$ cat config.mk
export PLATFORM = sky130hd
export DESIGN_NAME = vl_csr_unit
export DESIGN_NICKNAME = d
export VERILOG_FILES = /design/src/rtl/vlcsr_pkg.sv /design/src/rtl/vl_csr_decode.sv /design/src/rtl/vl_len_limit.sv /design/src/rtl/vl_state_codec.sv /design/src/rtl/vl_csr_unit.sv
export SDC_FILE = /design/constraint.sdc
export NUM_CORES = 1
export LEC_CHECK = 0
export BUFFER_PORTS_ARGS = -buffer_cell sky130_fd_sc_hd__buf_2
export CORE_UTILIZATION = 63
export DETAILED_ROUTE_END_ITERATION = 10
export HOLD_SLACK_MARGIN = 0.15
export PLACE_DENSITY_LB_ADDON = 0.25
export SKIP_CTS_REPAIR_TIMING = 1
export SYNTH_ARGS = -nofsm -noshare
export SYNTH_HDL_FRONTEND = slang
export SYNTH_HIERARCHICAL = 1
export SYNTH_SLANG_ARGS = --single-unit
$ cat constraint.sdc
create_clock -name clk -period 8.81 [get_ports clk]
set_input_delay 1.3215 -clock clk [delete_from_list [all_inputs] [get_ports clk]]
set_output_delay 1.3215 -clock clk [all_outputs]
set_load 0.02 [all_outputs]
$ cat src/rtl/vlcsr_pkg.sv
package vlcsr_pkg;

  typedef enum logic [1:0] {
    SEL_NONE  = 2'd0,
    SEL_MAX   = 2'd1,
    SEL_CUR   = 2'd2,
    SEL_PACK  = 2'd3
  } csr_sel_e;

endpackage

$ cat src/rtl/vl_csr_decode.sv
module vl_csr_decode
  import vlcsr_pkg::*;
#(
  parameter int ADDR_W = 12,
  parameter logic [ADDR_W-1:0] ADDR_CUR  = 12'hC20,
  parameter logic [ADDR_W-1:0] ADDR_MAX  = 12'hC21,
  parameter logic [ADDR_W-1:0] ADDR_PACK = 12'hC22
) (
  input  logic [ADDR_W-1:0] addr,
  output csr_sel_e          sel
);

  always_comb begin
    if (addr == ADDR_CUR)       sel = SEL_CUR;
    else if (addr == ADDR_MAX)  sel = SEL_MAX;
    else if (addr == ADDR_PACK) sel = SEL_PACK;
    else                        sel = SEL_NONE;
  end

endmodule

$ cat src/rtl/vl_len_limit.sv
module vl_len_limit #(
  parameter int VW = 32,
  parameter int LW = 7
) (
  input  logic [VW-1:0] value,
  input  logic [LW-1:0] limit,
  output logic [LW-1:0] result
);

  logic [VW-1:0] limit_ext;

  assign limit_ext = VW'(limit);

  always_comb begin
    if (value > limit_ext) result = limit;
    else                   result = value[LW-1:0];
  end

endmodule

$ cat src/rtl/vl_state_codec.sv
module vl_state_codec #(
  parameter int XLEN  = 32,
  parameter int LEN_W = 6
) (
  input  logic [LEN_W:0]   max_len,
  input  logic [LEN_W:0]   cur_len,
  input  logic [LEN_W-1:0] src_off,
  input  logic [LEN_W-1:0] dst_off,
  output logic [XLEN-1:0]  packed_word,
  input  logic [XLEN-1:0]  in_word,
  output logic [LEN_W-1:0] f_max_m1,
  output logic [LEN_W-1:0] f_cur_m1,
  output logic [LEN_W-1:0] f_src,
  output logic [LEN_W-1:0] f_dst
);

  localparam int FIELDS = 4;
  localparam int USED_W = FIELDS * LEN_W;

  logic [LEN_W:0] max_m1;
  logic [LEN_W:0] cur_m1;

  assign max_m1 = max_len - 1'b1;
  assign cur_m1 = cur_len - 1'b1;

  assign packed_word = XLEN'({dst_off, src_off, cur_m1[LEN_W-1:0], max_m1[LEN_W-1:0]});

  assign f_max_m1 = in_word[LEN_W-1:0];
  assign f_cur_m1 = in_word[2*LEN_W-1:LEN_W];
  assign f_src    = in_word[3*LEN_W-1:2*LEN_W];
  assign f_dst    = in_word[USED_W-1:3*LEN_W];

endmodule

$ cat src/rtl/vl_csr_unit.sv
module vl_csr_unit
  import vlcsr_pkg::*;
#(
  parameter int XLEN   = 32,
  parameter int LEN_W  = 6,
  parameter int IMM_W  = 5,
  parameter int ADDR_W = 12,
  parameter logic [ADDR_W-1:0] ADDR_CUR  = 12'hC20,
  parameter logic [ADDR_W-1:0] ADDR_MAX  = 12'hC21,
  parameter logic [ADDR_W-1:0] ADDR_PACK = 12'hC22
) (
  input  logic              clk,
  input  logic              rst,
  input  logic              acc_en,
  input  logic              acc_wr,
  input  logic              acc_imm,
  input  logic              acc_rd_zero,
  input  logic [ADDR_W-1:0] acc_addr,
  input  logic [XLEN-1:0]   acc_wdata,
  output logic [XLEN-1:0]   rsp_rdata,
  output logic              rsp_exc
);

  localparam int LW = LEN_W + 1;
  localparam logic [LW-1:0] MAX_LEN = LW'(2 ** LEN_W);
  localparam logic [LW-1:0] ONE_LEN = LW'(1);

  // stored state
  logic [LW-1:0]    max_q, cur_q;
  logic [LEN_W-1:0] src_q, dst_q;

  csr_sel_e sel;

  vl_csr_decode #(
    .ADDR_W(ADDR_W), .ADDR_CUR(ADDR_CUR), .ADDR_MAX(ADDR_MAX), .ADDR_PACK(ADDR_PACK)
  ) u_dec (
    .addr(acc_addr),
    .sel (sel)
  );

  // write value: immediate forms of the length registers add one
  logic [XLEN-1:0] imm_ext;
  logic [XLEN-1:0] len_value;
  logic [XLEN-1:0] pack_value;
  logic            value_zero;

  assign imm_ext    = XLEN'(acc_wdata[IMM_W-1:0]);
  assign len_value  = acc_imm ? (imm_ext + XLEN'(1)) : acc_wdata;
  assign pack_value = acc_imm ? imm_ext : acc_wdata;
  assign value_zero = !acc_imm && (acc_wdata == '0);

  logic wr_any, wr_max, wr_cur, wr_pack, len_sel;

  assign wr_any  = acc_en && acc_wr;
  assign len_sel = (sel == SEL_MAX) || (sel == SEL_CUR);
  assign rsp_exc = wr_any && len_sel && value_zero;
  assign wr_max  = wr_any && (sel == SEL_MAX) && !value_zero;
  assign wr_cur  = wr_any && (sel == SEL_CUR) && !value_zero;
  assign wr_pack = wr_any && (sel == SEL_PACK);

  // maximum-length write path
  logic [LW-1:0] max_new, cur_after_max;

  vl_len_limit #(.VW(XLEN), .LW(LW)) u_lim_max (
    .value(len_value), .limit(MAX_LEN), .result(max_new)
  );

  vl_len_limit #(.VW(LW), .LW(LW)) u_lim_cur_shrink (
    .value(cur_q), .limit(max_new), .result(cur_after_max)
  );

  // current-length write path
  logic [LW-1:0] cur_new;

  vl_len_limit #(.VW(XLEN), .LW(LW)) u_lim_cur (
    .value(len_value), .limit(max_q), .result(cur_new)
  );

  // packed word path
  logic [XLEN-1:0]  pack_word;
  logic [LEN_W-1:0] f_max_m1, f_cur_m1, f_src, f_dst;

  vl_state_codec #(.XLEN(XLEN), .LEN_W(LEN_W)) u_codec (
    .max_len    (max_q),
    .cur_len    (cur_q),
    .src_off    (src_q),
    .dst_off    (dst_q),
    .packed_word(pack_word),
    .in_word    (pack_value),
    .f_max_m1   (f_max_m1),
    .f_cur_m1   (f_cur_m1),
    .f_src      (f_src),
    .f_dst      (f_dst)
  );

  logic [LW-1:0]    pk_max, pk_cur_req, pk_cur;
  logic [LEN_W-1:0] pk_cur_m1, pk_src, pk_dst;

  assign pk_max     = LW'(f_max_m1) + ONE_LEN;
  assign pk_cur_req = LW'(f_cur_m1) + ONE_LEN;

  vl_len_limit #(.VW(LW), .LW(LW)) u_lim_pk_cur (
    .value(pk_cur_req), .limit(pk_max), .result(pk_cur)
  );

  logic [LW-1:0] pk_cur_dec;
  assign pk_cur_dec = pk_cur - ONE_LEN;
  assign pk_cur_m1  = pk_cur_dec[LEN_W-1:0];

  vl_len_limit #(.VW(LEN_W), .LW(LEN_W)) u_lim_src (
    .value(f_src), .limit(pk_cur_m1), .result(pk_src)
  );

  vl_len_limit #(.VW(LEN_W), .LW(LEN_W)) u_lim_dst (
    .value(f_dst), .limit(pk_cur_m1), .result(pk_dst)
  );

  // response
  always_comb begin
    rsp_rdata = '0;
    if (acc_en && !rsp_exc && !acc_rd_zero) begin
      unique case (sel)
        SEL_MAX:  rsp_rdata = XLEN'(max_q);
        SEL_CUR:  rsp_rdata = wr_cur ? XLEN'(cur_new) : XLEN'(cur_q);
        SEL_PACK: rsp_rdata = pack_word;
        default:  rsp_rdata = '0;
      endcase
    end
  end

  // state update
  always_ff @(posedge clk) begin
    if (rst) begin
      max_q <= ONE_LEN;
      cur_q <= ONE_LEN;
      src_q <= '0;
      dst_q <= '0;
    end else if (wr_max) begin
      max_q <= max_new;
      cur_q <= cur_after_max;
    end else if (wr_cur) begin
      cur_q <= cur_new;
    end else if (wr_pack) begin
      max_q <= pk_max;
      cur_q <= pk_cur;
      src_q <= pk_src;
      dst_q <= pk_dst;
    end
  end

endmodule

==> reports/summary.md <==
The flow ran to the end, and the final reports show no timing, DRC or antenna violations. The clock passes through at most 2 buffers. The number of antenna diodes in the final layout is 0. During synthesis, Yosys emitted a total of 6 warnings. Summing every instance area after synthesis gives 4680 µm². For the global placer's final weighted congestion, the log shows 0.924. The area overhead of the layout relative to synthesis was 3.69%.

Ranked by total cell area, the synthesized netlist is headed by ha_1 (14%), dfxtp_1 (11%), buf_4 (7.5%). The worst slew slack as a fraction of its limit came out at 19.5%. Pin placement for this block handled 83 I/O pins. The most frequent standard cell in the layout excluding fill and tap cells was buf_2. The number of port buffers is 74.

The finished cells cover 4850 µm². For this run, the top clock speed supported by timing is 157 MHz. The number of sinks driven by the clock tree came out at 26. Among all flip-flop cells after synthesis, the most frequent one is dfxtp_1. The first global-routing pass estimated 19,900 µm of wire. The logs give 1 for the total number of H-tree levels and 7770 µm² for the area enclosed by the die boundary.

The final critical-path share of the clock period was 72.2%; the detailed-route wire length per cell was 17.4 µm. The post-synthesis async set-or-reset flop share was 0%. The width of the die was 88.2 µm. Total count of hold-check failures in the final report: 0. Using the TritonRoute via totals, the vias-per-cell ratio works out to 6.16. For the number of antenna violations at the first check in global routing, the log shows 0.

Setup repair after global routing left no endpoint under its margin. Global routing used 32.5% of the available tracks across all layers. Final max-slew violation count: 0. The residual DRC count came out at 0. Summing the sequential cell areas from Yosys gives 11.1% of the chip area.

Synthesis produced 591 cells. The initial utilization of the core area, before any placement, comes to 64.8%. Cell area after placement: 4780 µm². The kind of start point of the critical path is an input port. The run gives 4,228 as the via count of the first global-routing pass. Across the routed clock network, the largest skew measured is 1.53 ps. The cell sitting at the root of the clock tree is a clkbuf_8. The min-delay analysis places its worst path in the category reg2reg. For the starting DRC count in detailed routing, the log shows 335. Category of the worst setup path capture point: a flop. The largest net degree at the start of global routing came out at 35. The area share of the largest cell type after synthesis was 13.6%. Data on the critical path arrives at its endpoint at 6510 ps. TritonCTS built the clock tree. The power per cell area works out to 85.8 nW/µm². The synthesized design spends more area on one cell type than any other, namely ha_1. The total core area came out at 7210 µm². Clock tree synthesis inserted a total of 3 buffers.

For the worst-skew pair, the clock arrives at the later sink with an insertion delay of 280 ps. Synthesis instantiated 64 different standard cells from the library. At the pin with the least slew margin, the transition time is 1210 ps.

Across all layers, the routed design uses 4,426 vias. Clock-pin slew was measured on the worst setup and hold paths at 100 ps. The y dimension of the die was 88.2 µm; the sum of net half-perimeters after detailed placement was 9870 µm.

In this run the mean area of a mapped cell was 7.92 µm². The overall routed net length came out at 12,500 µm. Setup violations remaining at the end of the flow were counted as 0. The maximum fanout along the worst path is 34.

Counting flops and latches in the post-synthesis netlist gives 26. The setup TNS was 0 ps. The startpoint-to-endpoint class of the critical path is in2reg. Number of detailed-route iterations in the first pass: 5. For this design the static power due to leakage is 2.16 nW. The post-layout net count is 722. The synthesized design contains 0 enable-type register cells. The worst-case IR drop observed on VDD is 0.0000607 V.

Leaving out fill and tap cells, the most frequent cells in the layout are buf_2 (74), inv_1 (59), ha_1 (51), a21oi_1 (40), nand3_1 (33). The count of nets left with antenna violations after detail routing came out at 0. Row generation in the floorplan step produced 31 rows. Of the cells placed in the final design, the portion with a size suffix greater than 1 is 24.4%. The run gives 8960 ps as the required time of the critical path. Summed over all layers, the global routing overflow is 0.

Across the run, the number of max-cap violations was 0. Subtracting the final worst setup slack from the clock period gives 6360 ps.
[critical path, stage by stage]
cell	delay (ps)
buf_2	270
nor2b_1	580
ha_1	330
nand3_1	100
xnor2_1	160
ha_1	350
a21oi_1	190
o21ai_1	120
o22ai_2	340
mux2_2	430
or3_1	410
nor3_1	190
xor2_1	280
inv_1	80
ha_1	340
nand4_2	150
o21ai_2	350
mux2_1	370
nand3_1	80
a21oi_1	80
[sequential cells by signal, indices dropped and copies added (netlist names)]
| signal | cells |
|---|---|
| max_q | 7 |
| src_q | 6 |
| cur_q | 7 |
| dst_q | 6 |
[report_power, final]
| group | total (mW) | switching, mW | internal (mW) |
|---|---|---|---|
| sequential | 0.117 | 0.0000219 | 0.117 |
| clock | 0.103 | 0.0420 | 0.0609 |
| combinational | 0.196 | 0.115 | 0.0804 |
[metal layers]
| metal | vias up | global-route usage [%] | wire length (µm) | part of all wire (%) |
|---|---|---|---|---|
| li1 | 2113 | - | - | - |
| met1 | 2082 | 38.5 | 4980 | 40 |
| met2 | 199 | 58.6 | 6330 | 51 |
| met3 | 32 | 5.37 | 844 | 6.8 |
| met4 | 0 | 11.7 | 337 | 2.7 |
| met5 | - | 0 | 0 | 0 |
[cell usage after synthesis, types with 4 or more instances]
library cell and count:
xor2_1 10, o21ai_0 19, nand3b_1 8, a2bb2oi_1 5, clkbuf_1 15, ha_1 51, nor4_1 15, and4_1 4
nor2_1 14, dfxtp_1 26, and3_1 5, and2_1 26, buf_6 4, a32oi_1 4, buf_4 47, a21oi_1 40
a31oi_1 7, xnor2_1 15, nand4_2 6, nand4_1 4, o41ai_1 4, a211oi_2 4, mux2_2 28, nor4_2 6
a21oi_2 4, nor2b_1 27, a22oi_1 7, inv_1 59, nand3_1 33, o211ai_1 5, nand2_1 28, mux2_1 12
[layout make-up]
type / count / area, µm²
multi-input cells: 457 / 3540
fillers: 637 / 2360
flip-flops and latches: 26 / 520
repair buffers: 74 / 370
inverters: 59 / 221
well taps: 99 / 124
clock buffers: 3 / 41.3
clock inverters: 1 / 30.0
[final timing paths]
check	start	endpoint	slack (ps)	cells past startpoint
setup / recovery	acc_imm	dst_q[3]$_SDFFE_PP0P_	2450	20
hold / removal	dst_q[2]$_SDFFE_PP0P_	dst_q[2]$_SDFFE_PP0P_	480	2
setup reg to reg	max_q[2]$_SDFFE_PP0P_	cur_q[2]$_SDFFE_PP0P_	5850	10
hold reg to reg	dst_q[2]$_SDFFE_PP0P_	dst_q[2]$_SDFFE_PP0P_	480	2
[cell families (layout without fill, tap and decap cells)]
kind of cell	count (synthesis)	count (layout)	synth area share (%)
flops	26	26	11.1
mux	40	40	9.63
buf+inv	127	137	14.7
xor+xnor	25	25	4.68
fa+ha+maj	51	51	13.6
compound gates	128	128	20.7
simple gates	191	191	25.3
other cells	3	22	0.241
[through the flow]
stage	cells	setup WS (ps)	utilization, %	hold slack (ps)	power [mW]
6_report	719	2450	67.2	481	0.416
5_1_grt	719	2140	67.2	524	0.439
4_1_cts	719	2560	67.2	481	0.411
3_5_place_dp	715	2310	66.3	468	0.311
3_3_place_gp	715	2600	66.3	464	0.303
2_1_floorplan	610	3070	-	454	0.271
(Power assumes the default switching activity.)
